**config.mk**
```make
export PLATFORM = sky130hd
export DESIGN_NAME = adc_frame_reader
export DESIGN_NICKNAME = d
export VERILOG_FILES = /design/src/rtl/adc_frame_pkg.sv /design/src/rtl/adc_interval_timer.sv /design/src/rtl/adc_serial_engine.sv /design/src/rtl/adc_bit_capture.sv /design/src/rtl/adc_frame_reader.sv
export SDC_FILE = /design/constraint.sdc
export NUM_CORES = 1
export LEC_CHECK = 0
export BUFFER_PORTS_ARGS = -buffer_cell sky130_fd_sc_hd__buf_2
export CAP_MARGIN = 20
export CORE_MARGIN = 4
export CORE_UTILIZATION = 35
export CTS_BUF_LIST = sky130_fd_sc_hd__clkbuf_8
export DETAILED_ROUTE_END_ITERATION = 10
export SLEW_MARGIN = 20
export SYNTH_ARGS = -nofsm -noshare
export SYNTH_HDL_FRONTEND = slang
export SYNTH_HIERARCHICAL = 1
export SYNTH_SLANG_ARGS = --single-unit
```
**constraint.sdc**
```tcl
create_clock -name clk -period 3.05 [get_ports clk]
set_clock_uncertainty 0.15 [all_clocks]
set_input_delay 0.305 -clock clk [delete_from_list [all_inputs] [get_ports clk]]
set_output_delay 0.305 -clock clk [all_outputs]
set_load 0.005 [all_outputs]
```
**src/rtl/adc_frame_pkg.sv**
```systemverilog
package adc_frame_pkg;
  // Half period in clock cycles; a zero divide value behaves as one.
  function automatic int eff_div(input int d);
    return (d < 1) ? 1 : d;
  endfunction

  // Number of half periods in a frame of n serial clocks.
  function automatic int half_periods(input int n);
    return 2 * n;
  endfunction

  // True when rising edge idx carries a result bit.
  function automatic bit in_window(input int idx, input int lead, input int width);
    return (idx >= lead) && (idx < lead + width);
  endfunction
endpackage

```
**src/rtl/adc_interval_timer.sv**
```systemverilog
module adc_interval_timer #(
  parameter int IVL_W = 16
) (
  input  logic             clk,
  input  logic             rst_n,
  input  logic             enable,
  input  logic [IVL_W-1:0] ivl_val,
  output logic             tick
);
  logic [IVL_W-1:0] cnt;

  assign tick = enable && (cnt == '0);

  always_ff @(posedge clk or negedge rst_n) begin
    if (!rst_n)       cnt <= '0;
    else if (!enable) cnt <= '0;
    else if (tick)    cnt <= (ivl_val == '0) ? '0 : ivl_val - 1'b1;
    else              cnt <= cnt - 1'b1;
  end

  assert_tick_gap_R4: assert property (@(posedge clk) disable iff (!rst_n)
    (tick && ivl_val > 1) |=> !tick);
endmodule

```
**src/rtl/adc_serial_engine.sv**
```systemverilog
module adc_serial_engine
  import adc_frame_pkg::*;
#(
  parameter int DIV_W    = 8,
  parameter int FRAME_N  = 24,
  parameter int PD_N     = 8,
  localparam int PH_W    = $clog2(2 * FRAME_N + 1)
) (
  input  logic             clk,
  input  logic             rst_n,
  input  logic             tick,
  input  logic             pd_req,
  input  logic             ovr_clr,
  input  logic [DIV_W-1:0] div_val,
  output logic             sclk,
  output logic             cs_n,
  output logic             busy,
  output logic             rise_evt,
  output logic [PH_W-1:0]  rise_idx,
  output logic             done_evt,
  output logic             kind_pd,
  output logic             wake_frm,
  output logic             overrun,
  output logic             asleep
);
  localparam logic [PH_W-1:0] LAST_NORM = PH_W'(half_periods(FRAME_N));
  localparam logic [PH_W-1:0] LAST_PD   = PH_W'(half_periods(PD_N));

  logic [DIV_W-1:0] div_q;
  logic [DIV_W-1:0] hc;
  logic [PH_W-1:0]  ph;
  logic [PH_W-1:0]  ph_nxt;
  logic [PH_W-1:0]  ph_last;
  logic             adv;
  logic             start_norm;
  logic             start_pd;

  assign busy       = !cs_n;
  assign adv        = busy && (hc == '0);
  assign ph_nxt     = ph + 1'b1;
  assign ph_last    = kind_pd ? LAST_PD : LAST_NORM;
  assign rise_evt   = adv && !ph_nxt[0];
  assign rise_idx   = ph_nxt >> 1;
  assign done_evt   = adv && (ph_nxt == ph_last);
  assign start_norm = !busy && tick;
  assign start_pd   = !busy && !tick && pd_req;

  always_ff @(posedge clk or negedge rst_n) begin
    if (!rst_n) begin
      cs_n    <= 1'b1;
      sclk    <= 1'b1;
      div_q   <= '0;
      hc      <= '0;
      ph      <= '0;
      kind_pd <= 1'b0;
    end else if (start_norm || start_pd) begin
      cs_n    <= 1'b0;
      sclk    <= 1'b1;
      div_q   <= DIV_W'(eff_div(int'(div_val)));
      hc      <= DIV_W'(eff_div(int'(div_val)) - 1);
      ph      <= '0;
      kind_pd <= start_pd;
    end else if (adv) begin
      hc   <= div_q - 1'b1;
      ph   <= ph_nxt;
      sclk <= !ph_nxt[0];
      if (done_evt) cs_n <= 1'b1;
    end else if (busy) begin
      hc <= hc - 1'b1;
    end
  end

  always_ff @(posedge clk or negedge rst_n) begin
    if (!rst_n) begin
      overrun  <= 1'b0;
      asleep   <= 1'b0;
      wake_frm <= 1'b0;
    end else begin
      if (tick && busy) overrun <= 1'b1;
      else if (ovr_clr) overrun <= 1'b0;
      if (start_norm) begin
        wake_frm <= asleep;
        asleep   <= 1'b0;
      end else if (done_evt && kind_pd) begin
        asleep <= 1'b1;
      end
    end
  end

  assert_idle_high_R3: assert property (@(posedge clk) disable iff (!rst_n)
    cs_n |-> sclk);
  assert_end_on_rise_R3: assert property (@(posedge clk) disable iff (!rst_n)
    $rose(cs_n) |-> (sclk && !$past(sclk)));
  assert_phase_bound_R2: assert property (@(posedge clk) disable iff (!rst_n)
    busy |-> (ph <= ph_last));
  assert_overrun_set_R8: assert property (@(posedge clk) disable iff (!rst_n)
    (tick && busy) |=> overrun);
  assert_pd_ignored_R10: assert property (@(posedge clk) disable iff (!rst_n)
    (busy && !kind_pd && !done_evt) |=> !kind_pd);
endmodule

```
**src/rtl/adc_bit_capture.sv**
```systemverilog
module adc_bit_capture
  import adc_frame_pkg::*;
#(
  parameter int RES_W = 16,
  parameter int LEAD  = 4,
  parameter int PH_W  = 6
) (
  input  logic             clk,
  input  logic             rst_n,
  input  logic             sdata_in,
  input  logic             rise_evt,
  input  logic [PH_W-1:0]  rise_idx,
  input  logic             done_evt,
  input  logic             kind_pd,
  input  logic             wake_frm,
  output logic [RES_W-1:0] result,
  output logic             result_valid
);
  logic [RES_W-1:0] shreg;
  logic             take;

  assign take = rise_evt && in_window(int'(rise_idx), LEAD, RES_W);

  always_ff @(posedge clk or negedge rst_n) begin
    if (!rst_n) begin
      shreg        <= '0;
      result       <= '0;
      result_valid <= 1'b0;
    end else begin
      if (take) shreg <= {shreg[RES_W-2:0], sdata_in};
      result_valid <= done_evt && !kind_pd && !wake_frm;
      if (done_evt && !kind_pd && !wake_frm) result <= shreg;
    end
  end

  assert_no_pd_result_R9: assert property (@(posedge clk) disable iff (!rst_n)
    (done_evt && kind_pd) |=> !result_valid);
  assert_pulse_R6: assert property (@(posedge clk) disable iff (!rst_n)
    result_valid |=> !result_valid);
endmodule

```
**src/rtl/adc_frame_reader.sv**
```systemverilog
module adc_frame_reader #(
  parameter int DIV_W   = 8,
  parameter int IVL_W   = 16,
  parameter int RES_W   = 16,
  parameter int FRAME_N = 24,
  parameter int PD_N    = 8,
  parameter int LEAD    = 4
) (
  input  logic             clk,
  input  logic             rst_n,
  input  logic             enable,
  input  logic [DIV_W-1:0] div_val,
  input  logic [IVL_W-1:0] ivl_val,
  input  logic             pd_req,
  input  logic             ovr_clr,
  input  logic             sdata_in,
  output logic             sclk,
  output logic             cs_n,
  output logic [RES_W-1:0] result,
  output logic             result_valid,
  output logic             overrun,
  output logic             conv_asleep
);
  localparam int PH_W = $clog2(2 * FRAME_N + 1);

  logic            tick;
  logic            busy;
  logic            rise_evt;
  logic [PH_W-1:0] rise_idx;
  logic            done_evt;
  logic            kind_pd;
  logic            wake_frm;

  adc_interval_timer #(.IVL_W(IVL_W)) u_timer (
    .clk(clk), .rst_n(rst_n), .enable(enable), .ivl_val(ivl_val), .tick(tick)
  );

  adc_serial_engine #(.DIV_W(DIV_W), .FRAME_N(FRAME_N), .PD_N(PD_N)) u_engine (
    .clk(clk), .rst_n(rst_n), .tick(tick), .pd_req(pd_req), .ovr_clr(ovr_clr),
    .div_val(div_val), .sclk(sclk), .cs_n(cs_n), .busy(busy),
    .rise_evt(rise_evt), .rise_idx(rise_idx), .done_evt(done_evt),
    .kind_pd(kind_pd), .wake_frm(wake_frm), .overrun(overrun), .asleep(conv_asleep)
  );

  adc_bit_capture #(.RES_W(RES_W), .LEAD(LEAD), .PH_W(PH_W)) u_capture (
    .clk(clk), .rst_n(rst_n), .sdata_in(sdata_in), .rise_evt(rise_evt),
    .rise_idx(rise_idx), .done_evt(done_evt), .kind_pd(kind_pd),
    .wake_frm(wake_frm), .result(result), .result_valid(result_valid)
  );

  assert_valid_at_end_R6: assert property (@(posedge clk) disable iff (!rst_n)
    result_valid |-> (cs_n && $past(!cs_n)));
  assert_asleep_idle_R9: assert property (@(posedge clk) disable iff (!rst_n)
    $rose(conv_asleep) |-> (cs_n && !busy));
endmodule

```
# After elaboration in Yosys (flattened, before gate mapping)
# Cells that the tools add are included.
[totals]
out_inout_bits = 21
regBits = 77
elab_cells = 70
input_bits = 30
[classes]
addsub = 6
magnitude_cmp = 3
n_eq_ne = 2
n_reduce_logical = 27
muxes = 19
[op_table]
columns = ["op", "count"]
rows = [
  ["$mux 16", 3],
  ["$logic_not 16->1", 2],
  ["$mux 8", 4],
  ["$sub 16x1->16 const B", 2],
  ["$mux 6", 3],
  ["$sub 8x1->8 const B", 2],
  ["$logic_and 1x1->1", 13],
  ["$mux 1", 9],
  ["$logic_not 8->1", 1],
  ["$lt 8x1->1 const B", 1],
  ["$reduce_bool 2->1", 4],
  ["$sub 8x2->8 const B", 1],
  ["$add 6x1->6 const B", 1],
  ["$eq 6x6->1", 1],
  ["$ge 5x3->1 const B", 1],
  ["$logic_not 1->1", 5],
  ["$lt 5x5->1 const B", 1],
  ["$ne 3x3->1 const B", 1],
  ["$reduce_and 2->1", 1],
  ["$logic_or 1x1->1", 1],
]

# Logic depth before layout (Yosys ltp)
[depth]
ltp_word = 8
ltp_mapped = 15
ltp_nobuf = 14

# Cells and area by module
# Netlist, hierarchy kept.
[modules_own_cells]
columns = ["module", "area_each_um2", "seq_area_each_um2", "n_inst", "cells_each"]
rows = [
  ["adc_serial_engine", 1498.9, 703.2, 1, 160],
  ["adc_interval_timer", 1312.5, 400.4, 1, 144],
  ["adc_bit_capture", 1310.0, 825.8, 1, 71],
]

# Least setup slack after synthesis
# OpenSTA, ideal clock, no wires.
[synth_path]
path_type = "reg2reg"
start = "reg u_timer.cnt[7]"
end = "reg u_engine.hc[6]"
required_ps = 2768
arrival_time_ps = 2941
setup_slack_ps = -173
stages_incl_launch_ff = 14
n_path_buf = 1
setup_ps = 132
synth_period_minus_slack_ps = 3223
path_cell_list = "dfrtp_1 nor4_4 nand2b_2 nor3_1 o21a_1 clkbuf_1 nor2_1 o22ai_1 inv_1 ha_1 o211ai_1 nor3_1 xnor2_1 a21oi_1"
[synth_between]
elab_chain_len = 7
elab_cells_between_ends = 9
cone_classes = "eq/ne (1); mux (1); reduce/logical (7)"
[synth_lines]
columns = ["element", "line_no", "source"]
rows = [
  ["from (decl)", "adc_interval_timer.sv:10", "logic [IVL_W-1:0] cnt;"],
  ["from (signal assigned)", "adc_interval_timer.sv:17", "else if (tick) cnt <= (ivl_val == '0) ? '0 : ivl_val - 1'b1;"],
  ["from (signal assigned)", "adc_interval_timer.sv:18", "else cnt <= cnt - 1'b1;"],
  ["$logic_not 16->1 *", "adc_interval_timer.sv:12", "assign tick = enable && (cnt == '0);"],
  ["$logic_and 1x1->1 *", "adc_interval_timer.sv:12", ""],
  ["named net tick", "adc_frame_reader.sv:26", "logic tick;"],
  ["$logic_not 1->1", "adc_serial_engine.sv:46", "assign start_pd = !busy && !tick && pd_req;"],
  ["$logic_and 1x1->1 (2 in a row)", "adc_serial_engine.sv:46", ""],
  ["$logic_or 1x1->1 *", "adc_serial_engine.sv:56", "end else if (start_norm || start_pd) begin"],
  ["$ne 3x3->1 (no line) or $mux 8 (tied branches)", "-", ""],
  ["to (signal assigned)", "adc_serial_engine.sv:60", "hc <= DIV_W'(eff_div(int'(div_val)) - 1);"],
  ["to (signal assigned)", "adc_serial_engine.sv:64", "hc <= div_q - 1'b1;"],
  ["to (signal assigned)", "adc_serial_engine.sv:69", "hc <= hc - 1'b1;"],
  ["to (decl)", "adc_serial_engine.sv:30", "logic [DIV_W-1:0] hc;"],
]
# Mark *: on every way through the listed nets, which the timed path passes. The rest lies on a longest branch.
# A chain may end at the register's enable or synchronous reset.

# Final worst setup path
[layout_path]
start = "reg u_timer.cnt[7]"
end = "reg u_engine.hc[7]"
# Same word-level chain as after synthesis.

==> metrics.txt <==
Setup crit end kind=register; share of cells above drive strength 1=31.01%; FF-to-FF setup slack=200 ps; status=finished, final reports clean; worst min-delay path category=primary input to register; DP Cell Count=568; final hold vios=0; die height=116.5 um; Pins Over Slew Limit=0; first-pass GRT wire length=14.30 mm; full die area=0.01356 mm2; CTS tree=yes; DRC viols=0; met2 wire length=3.944 mm; crit path DAT=2950 ps; Initial Utilization=35.91%; most frequent cells in the layout=75 x dfrtp_1, 49 x buf_2, 39 x nand2_1; critical path type=register to register; CP required=3150 ps; Worst R2R Path Depth=9; largest net degree at the start of global routing=78; fin crit period=2851 ps; nets=476; RSZ-0062 raised after global routing=true; hold path depth=3; total power=2.707 mW; cell row count=39; routed vias/inst=5.097; hpwl dp=6.268 mm; post-synthesis cell count=374; maxcap violations=0; CP max FO=14; period utilisation layout=93.48%; remaining global-route overflow=0; Max clock buf depth=2; antenna-violating nets left=0; clk_lat worst skew=350 ps; initial antenna violation count=0; measured slew at the worst slew-check pin=943.6 ps; vias in the first global route=2938; Total GRT Usage=13.43%; DIE WIDTH=116.5 um; I/O pins=51; peak supply drop=0.0002234 V; clk root buf=clkbuf_8; startpoint types=register; Final Setup Violations=0; Cell Area, Synth=0.004118 mm2; synthesized net count=410; FMAX=350.7 MHz; Rel. slew slack=37.10%; Worst Slack Setup Final=198.9 ps; PwrDens=561.2 mW/mm2; Avg WL per Cell=14.39 um; port bufs=50; core area=0.01147 mm2; cell area after layout=0.004823 mm2; DP Worst Slack=15.13 ps; setup TNS=0 ps; H-tree depth=3; DRT Pass-1 Iters=4; uppermost routed layer=met4; CTS clk-pin slew, worst paths=80 ps; Mean Syn Cell Area=11.01 um2; Hold Slack=30.00 ps; Placed Area=0.004551 mm2; Area Growth Syn to Fin=17.14%; commonest non-fill, non-tap cell in the layout=dfrtp_1; CTS Buf Count=9; # diodes=0; M1 WL=3.943 mm; GPL Wtd Cong=0.8335; Yosys warning total=6; met3 routed wirelength=421 um; Final Core Density=42.06%; Total Routed Length=8.461 mm; Leakage=2.310 nW; # clock sinks=77; Final Non-Filler Cells=588; Vias=2997; initial DRC count=97
[final timing paths]
kind                                   startpoint                  to
max in group asynchronous                   rst_n   u_engine/div_q[0]
worst max-delay path               u_timer/cnt[7]      u_engine/hc[7]
worst max register to register     u_timer/cnt[7]      u_engine/hc[7]
min in group asynchronous                   rst_n  u_capture/shreg[6]
worst min register to register  u_engine/div_q[5]   u_engine/div_q[5]
worst min-delay path                   div_val[2]   u_engine/div_q[2]
[power breakdown]
group / switching (mW) / leakage (nW) / internal, mW
clock: 0.391 / 0.103 / 0.406
combinational: 0.405 / 1.20 / 0.331
sequential: 0.0776 / 1.01 / 1.10
total: 0.873 / 2.31 / 1.83
[flip-flops by register name, summed over array words and instances, names as in the netlist]
register,count
u_capture/result,16
u_capture/shreg,16
u_timer/cnt,16
u_engine/div_q,8
u_engine/hc,8
u_engine/ph,6
u_capture/result_valid,1
u_engine/asleep,1
u_engine/cs_n,1
u_engine/kind_pd,1
u_engine/overrun,1
u_engine/sclk,1
u_engine/wake_frm,1
[routing by layer]
metal,up-vias,global-route usage (%)
met5,-,0
met2,73,20.86
met3,11,3.886
met1,1440,17.88
met4,0,4.872
li1,1473,-
[critical path, cell delays in order (launching register included)]
cell and delay [ps]:
dfrtp_1 460, nor4_4 390, nand2b_4 130, nor3_4 260, o21ai_2 130, buf_4 210, a221o_1 400, or4_1 410
mux2i_1 150, nor2_1 60
[timing repair]
action                                 4_1_cts  5_1_grt
setup endpoints to repair                    1        5
pin swaps                                    0        3
hold buffers                                 2        0
setup buffers                                0        2
resized for setup                            1        6
endpoints found under the hold margin       70        0
[cell type report]
cell class | count | area, um2
clock buffer | 10 | 137.6
inverter | 10 | 37.54
sequential | 77 | 1929
tap | 143 | 178.9
fill | 1105 | 6644
timing repair buffer | 67 | 389.1
multi-input combinational | 275 | 2082
clock inverter | 6 | 68.82
Note: power is estimated with default switching activity, not from simulation.
